[src/rtl/irq_pkg.sv]
package irq_pkg;
  localparam int ADDR_W    = 5;
  localparam int DATA_W    = 32;
  localparam int A_STATUS  = 0;
  localparam int A_TRIG    = 1;
  localparam int A_MASK    = 2;
  localparam int A_FLAG    = 3;
  localparam int A_PRIO    = 8;
endpackage

[src/rtl/irq_ext_detect.sv]
module irq_ext_detect (
  input  logic clk_i,
  input  logic rst_ni,
  input  logic pin_ni,
  input  logic edge_mode_i,
  input  logic clr_i,
  output logic pend_o,
  output logic latch_o
);
  logic s1_q, s2_q, prev_q, latch_q;
  logic fall;

  assign fall = prev_q & ~s2_q;

  always_ff @(posedge clk_i or negedge rst_ni) begin
    if (!rst_ni) begin
      s1_q    <= 1'b1;
      s2_q    <= 1'b1;
      prev_q  <= 1'b1;
      latch_q <= 1'b0;
    end else begin
      s1_q   <= pin_ni;
      s2_q   <= s1_q;
      prev_q <= s2_q;
      if (fall && edge_mode_i) latch_q <= 1'b1;
      else if (clr_i)          latch_q <= 1'b0;
    end
  end

  assign pend_o  = edge_mode_i ? latch_q : ~s2_q;
  assign latch_o = latch_q;
endmodule

[src/rtl/irq_arbiter.sv]
module irq_arbiter #(
  parameter int NSRC   = 17,
  parameter int PRIO_W = 3,
  localparam int ID_W  = $clog2(NSRC)
) (
  input  logic [NSRC-1:0]        pend_i,
  input  logic [NSRC*PRIO_W-1:0] prio_i,
  input  logic [PRIO_W-1:0]      mask_i,
  output logic                   hit_o,
  output logic [ID_W-1:0]        id_o,
  output logic [PRIO_W-1:0]      lvl_o
);
  logic [PRIO_W-1:0] best;

  always_comb begin
    hit_o = 1'b0;
    id_o  = '0;
    best  = mask_i;
    for (int i = 0; i < NSRC; i++) begin
      if (pend_i[i] && (prio_i[i*PRIO_W +: PRIO_W] > best)) begin
        hit_o = 1'b1;
        id_o  = ID_W'(i);
        best  = prio_i[i*PRIO_W +: PRIO_W];
      end
    end
    lvl_o = hit_o ? best : '0;
  end
endmodule

[src/rtl/irq_prio_ctrl.sv]
module irq_prio_ctrl
  import irq_pkg::*;
#(
  parameter int N_EXT  = 8,
  parameter int N_INT  = 8,
  parameter int PRIO_W = 3,
  localparam int NSRC  = N_EXT + N_INT + 1,
  localparam int ID_W  = $clog2(NSRC)
) (
  input  logic              clk_i,
  input  logic              rst_ni,
  input  logic [N_EXT-1:0]  ext_irq_ni,
  input  logic [N_INT-1:0]  int_irq_i,
  input  logic              reg_wr_i,
  input  logic [ADDR_W-1:0] reg_addr_i,
  input  logic [DATA_W-1:0] reg_wdata_i,
  output logic [DATA_W-1:0] reg_rdata_o,
  output logic              irq_req_o,
  output logic [ID_W-1:0]   irq_id_o,
  output logic [PRIO_W-1:0] irq_lvl_o
);
  localparam int FLAG_SRC = NSRC - 1;

  logic [N_EXT-1:0]        trig_q;
  logic [PRIO_W-1:0]       mask_q;
  logic [DATA_W-1:0]       flag_q;
  logic [NSRC*PRIO_W-1:0]  prio_q;
  logic [NSRC-1:0]         pend;
  logic [N_EXT-1:0]        edge_q;
  logic [N_EXT-1:0]        clr;
  logic                    hit;
  logic [ID_W-1:0]         hit_id;
  logic [PRIO_W-1:0]       hit_lvl;

  assign clr = (reg_wr_i && reg_addr_i == ADDR_W'(A_STATUS)) ? reg_wdata_i[N_EXT-1:0] : '0;

  for (genvar g = 0; g < N_EXT; g++) begin : g_ext
    irq_ext_detect u_det (
      .clk_i       (clk_i),
      .rst_ni      (rst_ni),
      .pin_ni      (ext_irq_ni[g]),
      .edge_mode_i (trig_q[g]),
      .clr_i       (clr[g]),
      .pend_o      (pend[g]),
      .latch_o     (edge_q[g])
    );
  end

  assign pend[N_EXT +: N_INT] = int_irq_i;
  assign pend[FLAG_SRC]       = |flag_q;

  irq_arbiter #(.NSRC(NSRC), .PRIO_W(PRIO_W)) u_arb (
    .pend_i (pend),
    .prio_i (prio_q),
    .mask_i (mask_q),
    .hit_o  (hit),
    .id_o   (hit_id),
    .lvl_o  (hit_lvl)
  );

  always_ff @(posedge clk_i or negedge rst_ni) begin
    if (!rst_ni) begin
      trig_q <= '0;
      mask_q <= '0;
      flag_q <= '0;
      prio_q <= '0;
    end else if (reg_wr_i) begin
      if (reg_addr_i == ADDR_W'(A_TRIG)) trig_q <= reg_wdata_i[N_EXT-1:0];
      if (reg_addr_i == ADDR_W'(A_MASK)) mask_q <= reg_wdata_i[PRIO_W-1:0];
      if (reg_addr_i == ADDR_W'(A_FLAG)) flag_q <= reg_wdata_i;
      for (int i = 0; i < NSRC; i++) begin
        if (reg_addr_i == ADDR_W'(A_PRIO + i))
          prio_q[i*PRIO_W +: PRIO_W] <= reg_wdata_i[PRIO_W-1:0];
      end
    end
  end

  always_ff @(posedge clk_i or negedge rst_ni) begin
    if (!rst_ni) begin
      irq_req_o <= 1'b0;
      irq_id_o  <= '0;
      irq_lvl_o <= '0;
    end else begin
      irq_req_o <= hit;
      irq_id_o  <= hit_id;
      irq_lvl_o <= hit_lvl;
    end
  end

  always_comb begin
    reg_rdata_o = '0;
    if (reg_addr_i == ADDR_W'(A_STATUS))    reg_rdata_o[NSRC-1:0]   = pend;
    else if (reg_addr_i == ADDR_W'(A_TRIG)) reg_rdata_o[N_EXT-1:0]  = trig_q;
    else if (reg_addr_i == ADDR_W'(A_MASK)) reg_rdata_o[PRIO_W-1:0] = mask_q;
    else if (reg_addr_i == ADDR_W'(A_FLAG)) reg_rdata_o             = flag_q;
    else begin
      for (int i = 0; i < NSRC; i++) begin
        if (reg_addr_i == ADDR_W'(A_PRIO + i))
          reg_rdata_o[PRIO_W-1:0] = prio_q[i*PRIO_W +: PRIO_W];
      end
    end
  end
endmodule

[config.mk]
export PLATFORM = sky130hd
export DESIGN_NAME = irq_prio_ctrl
export DESIGN_NICKNAME = d
export VERILOG_FILES = /design/src/rtl/irq_pkg.sv /design/src/rtl/irq_ext_detect.sv /design/src/rtl/irq_arbiter.sv /design/src/rtl/irq_prio_ctrl.sv
export SDC_FILE = /design/constraint.sdc
export NUM_CORES = 1
export LEC_CHECK = 0
export BUFFER_PORTS_ARGS = -buffer_cell sky130_fd_sc_hd__buf_2
export CAP_MARGIN = 20
export CORE_ASPECT_RATIO = 1.1
export CORE_MARGIN = 2
export CORE_UTILIZATION = 55
export CTS_CLUSTER_DIAMETER = 150
export DETAILED_ROUTE_END_ITERATION = 16
export PLACE_DENSITY = 0.8
export REMOVE_ABC_BUFFERS = 1
export SYNTH_ARGS = -nofsm -noshare
export SYNTH_HDL_FRONTEND = slang
export SYNTH_SLANG_ARGS = --single-unit
[constraint.sdc]
create_clock -name clk_i -period 26.1 [get_ports clk_i]
set_input_delay 1.305 -clock clk_i [delete_from_list [all_inputs] [get_ports clk_i]]
set_output_delay 1.305 -clock clk_i [all_outputs]
set_load 0.02 [all_outputs]
==> run summary, run 1 <==
PD cells: 109 mW/mm^2
row count: 46
1st-iter DRT viols: 643
worst reg2reg path startpoint: mask_q[2]
Critical Path End: irq_lvl_o[1]
Max Clock Freq: 41.9 MHz
DRT Wirelength: 21.8 mm
CP Buf/Inv Count: 5
I/O Buffers: 96
r2r worst-path depth: 117
number of global-route vias before repair: 7,100
Ys Warns: 0
Clock Sink Count: 135
Async S/R FF share, synth: 1.00
sequential area share after synthesis: 0.418
total CTS buffers: 17
Final setup viols: 0
Slew headroom: 0.403
CTS tree: yes
Placed Instances: 1,091
I/O pins: 97
Initial Utilization: 0.564
Top cell by count, worst path: nor2_1
register area: 0.00341 mm^2
CTS H-tree depth: 4
first-pass GRT wire length: 36.0 mm
fill count: 1,177
clk_skew: 0.00789 ns
slowest stage delay, CP: 0.57 ns
synthesized area: 0.00815 mm^2
Worst path depth: 117
Fin. Hold Viols: 0
antenna violations before repair: 0
Hold Crit Class: reg2reg
worst reg2reg endpoint: irq_lvl_o[1]
P&R area growth vs syn: 15.2%
Worst Setup SP: mask_q[2]
most common flop cell mapped by yosys: dfrtp_1
antenna-violating nets left: 0
Post-synth EDFFs: 0
Final Instance Count excl. Fillers: 1,124
max-slew violations: 0
final setup margin: 2.22 ns
number of remaining DRC errors: 0
nature of the critical path endpoint: flop
via count: 7,142
Avg Vias per Cell: 6.35
placed instance area: 0.00882 mm^2
critical path required time: 26.40 ns
R2R setup slack: 2.22 ns
core area: 0.0144 mm^2
status: complete, no violations
Peak VDD IR: 0.0636 mV
Die ar.: 0.0158 mm^2
CP Class: reg2reg
CP Launch Type: flop
Max clock buf depth: 2
worst skew pair latency: 0.41 ns
worst slack at placement: 2.54 ns
post-synthesis register bit count: 135
hold path startpoint: g_ext[7].u_det.s1_q
maxcap violations: 0
GRT overflow: 0
maximum number of pins on one net before global-route repair: 70
hold buffer count at CTS: 0
DPL Wire Length: 15.8 mm
worst-path fanout max: 10
Final Wtd Congestion: 0.963
area of the multi-input gates: 0.00452 mm^2
Clock Pin Slew Worst Setup and Hold Paths: 0.06 ns
# diodes: 0
share of cells above drive strength 1: 0.304
Total GRT Usage: 0.286
RSZ-0062 raised after global routing: false
setup TNS: 0 ns
Synth Instances: 825
Critical-path top delay cell: a2111oi_2
Final Cell Area: 0.00938 mm^2
WL per Instance: 19.4 um
die height: 132 um
Slew @ Worst Pin: 0.892 ns
Pre-antenna DRT Iters: 8
Post-CTS Setup Inserts: 0
Distinct cells, synth: 79
final worst path period share: 0.915
worst path arrival time: 24.18 ns
WHS: 0.357 ns
CTS root buf: clkbuf_16
final worst path period need: 23.88 ns
synthesized area per cell: 9.87 um^2
nets@finish: 998
CP delay by family, top: compound AO/OA/AOI/OAI gates
Leakage Power: 4.36 nW
cts repair resizes: 0
overall die width: 120 um
cells in the final DEF (no fill, tap or decap), types with 4 or more instances in the layout:
cell type and count:
a211oi_1 6, a21o_1 12, a21oi_1 36, a221o_1 5
a221oi_1 8, a222oi_1 4, a22o_1 17, a22oi_1 8
a31oi_1 9, a32o_1 4, and2_1 14, and3_1 20
buf_2 95, buf_4 6, clkbuf_16 17, dfrtp_1 111
dfstp_2 24, ha_1 23, inv_1 31, inv_6 7
maj3_1 8, mux2_2 98, mux2i_1 9, nand2_1 93
nand2b_1 9, nand3_1 17, nand4_1 5, nor2_1 65
nor2b_1 5, nor3_1 5, nor3b_1 4, nor4_1 8
o211ai_1 6, o21a_1 11, o21ai_0 37, o21ai_1 8
o221a_2 4, or3_1 8
stage by stage:
step                      power (mW)   util
after floorplan                0.666      -
after global placement         0.780  0.610
after detailed placement       0.791  0.610
after CTS                       1.02  0.649
after global routing            1.10  0.649
final                           1.02  0.649
flip-flops by register name (all words and copies together), names as in the netlist, 5 cells and up:
| signal | flops |
|---|---|
| flag_q | 32 |
| g_ext.u_det.prev_q | 8 |
| prio_q | 51 |
| g_ext.u_det.s1_q | 8 |
| g_ext.u_det.latch_o | 8 |
| trig_q | 8 |
| irq_id_o | 5 |
| g_ext.u_det.s2_q | 8 |
worst register-to-register path, delay by kind of cell, from the launching register on:
family          cells  cell delay [ns]
simple gates       38             4.85
mux                 5             1.61
fa+ha+maj          26             7.39
flops               1             0.41
compound gates     43             9.03
buf+inv             5             0.49
where the power goes:
part	total, mW	internal [mW]	switching (mW)
Combinational	0.506	0.222	0.284
Sequential	0.295	0.251	0.0437
Clock	0.223	0.127	0.0966
Total	1.02	0.600	0.424
metal layers:
layer / global-route usage / part of all wire / vias up
met2: 0.469 / 0.48 / 297
li1: - / - / 3286
met3: 0.0569 / 0.069 / 71
met4: 0.123 / 0.040 / 0
met1: 0.366 / 0.42 / 3488
met5: 0 / 0 / -
worst min-delay path by stage:
stage          cells after the start                   to
2_1_floorplan                      0  g_ext[0].u_det.s2_q
3_3_place_gp                       0  g_ext[3].u_det.s2_q
3_5_place_dp                       0  g_ext[5].u_det.s2_q
4_1_cts                            0  g_ext[0].u_det.s2_q
5_1_grt                            0  g_ext[5].u_det.s2_q
6_report                           0  g_ext[7].u_det.s2_q
cells by family (layout without fill, tap and decap cells):
family,Yosys count,after routing,synth area share
and+or+nand+nor,272,272,0.163
AOI/OAI and AO/OA,220,220,0.198
buffers and inverters,59,166,0.0272
muxes,107,107,0.147
adders and majority gates,32,32,0.0465
DFF,135,135,0.418
synth_stat cells (20+ instances only):
master,instances,area [um^2]
o21ai_0,37,185
inv_1,31,116
dfrtp_1,111,2780
clkbuf_1,23,86.3
a21oi_1,36,180
nor2_1,65,244
and3_1,20,125
mux2_2,98,1100
nand2_1,93,349
ha_1,23,288
dfstp_2,24,631
cell type report:
type / count / area share
clock buffer: 19 / 0.0472
clock inverter: 13 / 0.0116
inverter: 31 / 0.0124
multi-input combinational: 631 / 0.482
sequential: 135 / 0.363
tap: 192 / 0.0256
timing repair buffer: 103 / 0.0579
No activity file was read; power rests on OpenSTA's default activity.
==> inputs of run 2 (changes only) <==
Settings changed: CORE_MARGIN 2 to 10, PLACE_DENSITY 0.8 to 0.73.
==> run 2 against run 1 <==
Die area increased by 27%. Critical path type unchanged. Maximum frequency is 0.62% higher. Sequential share of layout area shrank 0.18 points. Via count down 3.9%. Global-route usage down 6.2 points. Register-to-register slack improved by 0.15 ns.
==> run summary, run 2 (synthesis gave the netlist of run 1 again) <==
Total GRT Usage: 0.224
overall die width: 136 um
worst reg2reg endpoint: irq_lvl_o[0]
hold buffer count at CTS: 0
nature of the critical path endpoint: flop
I/O Buffers: 96
first-pass GRT wire length: 36.1 mm
Comb pwr share: 0.485
maxcap violations: 0
CP Launch Type: flop
nets@finish: 996
Final Wtd Congestion: 0.962
worst reg2reg path startpoint: mask_q[2]
worst-path fanout max: 10
critical path required time: 26.40 ns
max FFs per register: 51
Die ar.: 0.0201 mm^2
NetSw: 425 uW
CTS tree: yes
cell internal pwr: 627 uW
Hold Crit Depth: 0
DPL Wire Length: 16.6 mm
maximum number of pins on one net before global-route repair: 91
Final setup viols: 0
status: complete, no violations
P&R area growth vs syn: 15.7%
setup TNS: 0 ns
r2r worst-path depth: 117
Leakage Power: 4.37 nW
Max Clock Freq: 42.1 MHz
placed instance area: 0.00881 mm^2
Hold Crit Class: reg2reg
Final Util: 0.650
GRT overflow: 0
Critical-path top delay cell: o211ai_1
Final Cell Area: 0.00943 mm^2
CTS root buf: clkbuf_16
Slew headroom: 0.314
number of global-route vias before repair: 6,747
Worst Setup SP: mask_q[2]
Top reg by flops: prio_q
largest registers: prio_q (51), flag_q (32)
commonest non-fill, non-tap cells in the layout: dfrtp_1 (111), mux2_2 (98), buf_2 (95)
cts repair resizes: 0
DRT Wirelength: 22.4 mm
CP Class: reg2reg
Max clock buf depth: 2
antenna violations before repair: 2
Total Power: 1.05 mW
I/O pins: 97
Clock Pin Slew Worst Setup and Hold Paths: 0.06 ns
max-slew violations: 0
via count: 6,867
Fin. Hold Viols: 0
Post-CTS Setup Inserts: 0
antenna-violating nets left: 0
RSZ-0062 raised after global routing: false
1st-iter DRT viols: 536
Avg Vias per Cell: 6.11
PD cells: 112 mW/mm^2
Clock Sink Count: 135
Placed Instances: 1,090
core area: 0.0145 mm^2
share of cells above drive strength 1: 0.302
Sw Ratio: 0.404
Reg power frac: 0.280
total CTS buffers: 17
WL per Instance: 20.0 um
worst skew pair latency: 0.42 ns
Final Instance Count excl. Fillers: 1,124
clk_skew: 0.00875 ns
most common cell after layout, fill and taps aside: dfrtp_1
worst path arrival time: 24.03 ns
Initial Utilization: 0.562
final worst path period share: 0.909
die height: 148 um
clock network power share: 0.236
row count: 46
Slew @ Worst Pin: 1.02 ns
Peak VDD IR: 0.0520 mV
final worst path period need: 23.73 ns
CTS H-tree depth: 4
number of remaining DRC errors: 0
R2R setup slack: 2.37 ns
Critical Path End: irq_lvl_o[0]
slowest stage delay, CP: 0.54 ns
Pre-antenna DRT Iters: 6
[run 2: cell count changes in the layout (fill, tap and decap cells not counted), sizes merged]
| cell | delta |
|---|---|
| buf | -2 |
| clkinvlp | +2 |
| inv | -5 |
| bufinv | +3 |
| diode | +2 |
[run 2: worst min path at each step]
stage,start,end,slack (ns)
5_1_grt,g_ext[3].u_det.s1_q,g_ext[3].u_det.s2_q,0.36
6_report,g_ext[7].u_det.s1_q,g_ext[7].u_det.s2_q,0.36
2_1_floorplan,g_ext[0].u_det.s1_q,g_ext[0].u_det.s2_q,0.35
3_3_place_gp,g_ext[7].u_det.s1_q,g_ext[7].u_det.s2_q,0.35
4_1_cts,g_ext[1].u_det.s1_q,g_ext[1].u_det.s2_q,0.35
3_5_place_dp,g_ext[7].u_det.s1_q,g_ext[7].u_det.s2_q,0.35
[run 2: power groups by stage]
stage               Clock (mW)  Combinational [mW]  Sequential [mW]
floorplan                    0               0.378            0.288
global placement             0               0.490            0.295
detailed placement           0               0.500            0.296
CTS                      0.250               0.504            0.293
global route             0.258               0.568            0.300
finish                   0.248               0.510            0.294
[run 2: stage by stage]
| stage | hold WS (ns) | setup slack, ns |
|---|---|---|
| 5_1_grt | 0.357 | 0.417 |
| 2_1_floorplan | 0.345 | 4.88 |
| 3_5_place_dp | 0.347 | 2.75 |
| 4_1_cts | 0.353 | 2.63 |
| 3_3_place_gp | 0.345 | 3.10 |
| 6_report | 0.355 | 2.37 |
[run 2: final cells by class]
cell class | instances | area [um^2]
fillers | 1248 | 5070
multi-input cells | 631 | 4520
flip-flops and latches | 135 | 3410
repair buffers | 101 | 524
clock buffers | 19 | 443
well taps | 192 | 240
clock inverters | 13 | 170
inverters | 31 | 116
diodes | 2 | 5.00
[run 2: critical path, delay by kind of cell, from the launching register on]
kind	cells	cell delay, ns
AOI/OAI and AO/OA	44	8.71
adders and majority gates	26	7.59
buffers and inverters	5	0.50
DFF	1	0.42
muxes	5	1.57
and+or+nand+nor	37	4.74
[run 2: routing by layer]
metal	up-vias	routed length, um	share of wire	global-route usage
met1	3328	9870	0.44	0.295
li1	3269	-	-	-
met5	-	0	0	0
met4	0	514	0.023	0.0837
met2	236	10700	0.48	0.355
met3	34	1310	0.058	0.0447
==> inputs of run 3 (changes only) <==
Clock period 26.1 ns to 26.4 ns, I/O delays scaled along.
==> run 3 against run 2 <==
Sequential cell count stayed put. Hold slack lost 0.0026 ns. First-iteration DRC count rose by 10%. Total power decreased by 2.5%. Combinational power decreased by 2%. Critical path type unchanged. Largest power group unchanged.
==> run summary, run 3 (synthesis gave the netlist of run 1 again) <==
share of cells above drive strength 1: 0.303
DRT Wirelength: 22.3 mm
die height: 148 um
final worst path period need: 23.74 ns
core area: 0.0145 mm^2
antenna violations before repair: 1
Slew @ Worst Pin: 1.07 ns
hold buffer count at CTS: 0
DPL Wire Length: 16.5 mm
maximum number of pins on one net before global-route repair: 83
Clock Pin Slew Worst Setup and Hold Paths: 0.06 ns
row count: 46
setup TNS: 0 ns
Avg Vias per Cell: 6.23
CP delay by family, top: compound AO/OA/AOI/OAI gates
I/O pins: 97
worst reg2reg path startpoint: mask_q[2]
via count: 6,999
nets@finish: 998
Fin. Hold Viols: 0
number of remaining DRC errors: 0
final worst path period share: 0.899
worst path arrival time: 24.04 ns
max FFs per register: 51
worst-path fanout max: 10
Pre-antenna DRT Iters: 5
CTS root buf: clkbuf_16
Top cell by count, worst path: nor2_1
slowest stage delay, CP: 0.59 ns
max-slew violations: 0
antenna-violating nets left: 0
nature of the critical path endpoint: flop
register area: 0.00341 mm^2
critical path required time: 26.70 ns
Top reg by flops: prio_q
maxcap violations: 0
CTS tree: yes
GRT overflow: 0
most common cell after layout, fill and taps aside: dfrtp_1
worst reg2reg endpoint: irq_lvl_o[1]
R2R setup slack: 2.66 ns
Initial Utilization: 0.562
Critical-path top delay cell: a2111oi_2
Final Instance Count excl. Fillers: 1,124
Max clock buf depth: 2
first-pass GRT wire length: 36.0 mm
area of the multi-input gates: 0.00452 mm^2
Total GRT Usage: 0.223
Hold Crit Depth: 0
# diodes: 0
RSZ-0062 raised after global routing: false
number of global-route vias before repair: 6,813
cts repair resizes: 0
hold path startpoint: g_ext[1].u_det.s1_q
fill count: 1,220
PD cells: 109 mW/mm^2
Slew headroom: 0.283
I/O Buffers: 96
CTS H-tree depth: 4
Peak VDD IR: 0.0538 mV
overall die width: 136 um
Final Wtd Congestion: 0.911
r2r worst-path depth: 119
CP Launch Type: flop
P&R area growth vs syn: 15.8%
1st-iter DRT viols: 591
commonest non-fill, non-tap cells in the layout: dfrtp_1 (111), mux2_2 (98), buf_2 (95)
total CTS buffers: 17
Placed Instances: 1,091
largest registers: prio_q (51), flag_q (32)
Leakage Power: 4.37 nW
Post-CTS Setup Inserts: 0
Final setup viols: 0
worst skew pair latency: 0.41 ns
status: complete, no violations
Clock Sink Count: 135
Hold Path Sink: g_ext[1].u_det.s2_q
Die ar.: 0.0201 mm^2
clk_skew: 0.00446 ns
CP Buf/Inv Count: 5
CP Class: reg2reg
Max Clock Freq: 42.1 MHz
Hold Crit Class: reg2reg
WL per Instance: 19.8 um
## run 3: cell count changes in the layout (fill, tap and decap cells not counted)
cell / delta
buf_16: +1
buf_4: +1
bufinv_16: -1
clkbuf_1: +1
clkinv_2: -1
clkinv_4: +2
diode_2: -2
inv_6: -1
## run 3: worst max path at each step
stage / start / end / slack, ns / cells past startpoint
global placement: mask_q[2] / irq_lvl_o[1] / 3.33 / 119
detailed placement: mask_q[2] / irq_lvl_o[1] / 2.90 / 118
CTS: mask_q[2] / irq_lvl_o[1] / 2.74 / 119
global route: mask_q[2] / irq_lvl_o[1] / 0.83 / 119
finish: mask_q[2] / irq_lvl_o[1] / 2.66 / 119
floorplan: mask_q[2] / irq_lvl_o[0] / 5.18 / 120
## run 3: where the power goes
| group | total [mW] | leakage, nW | internal (mW) | switching, mW |
|---|---|---|---|---|
| clock | 0.236 | 0.278 | 0.143 | 0.0927 |
| sequential | 0.292 | 1.64 | 0.248 | 0.0431 |
| combinational | 0.498 | 2.46 | 0.219 | 0.279 |
## run 3: through the flow
stage	hold WS [ns]	instance area, um^2	util	power [mW]	setup WS [ns]
after floorplan	0.345	8040	-	0.658	5.18
after global placement	0.345	8820	0.608	0.778	3.33
after detailed placement	0.347	8820	0.608	0.785	2.90
after CTS	0.353	9410	0.649	1.02	2.74
after global routing	0.357	9440	0.651	1.10	0.833
final	0.352	9440	0.651	1.03	2.66
## run 3: per-layer routing
metal  global-route usage  up-vias  routed length (um)
met5                    0        -                   0
li1                     -     3283                   -
met2                0.357      251               10900
met1                0.296     3438                9730
met3               0.0420       27                1300
met4               0.0709        0                 373
## run 3: layout make-up
class | instances | area share
Multi-Input combinational cell | 631 | 0.479
Timing Repair Buffer | 103 | 0.0593
Sequential cell | 135 | 0.361
Clock inverter | 12 | 0.0152
Inverter | 31 | 0.0123
Tap cell | 192 | 0.0255
Clock buffer | 20 | 0.0473
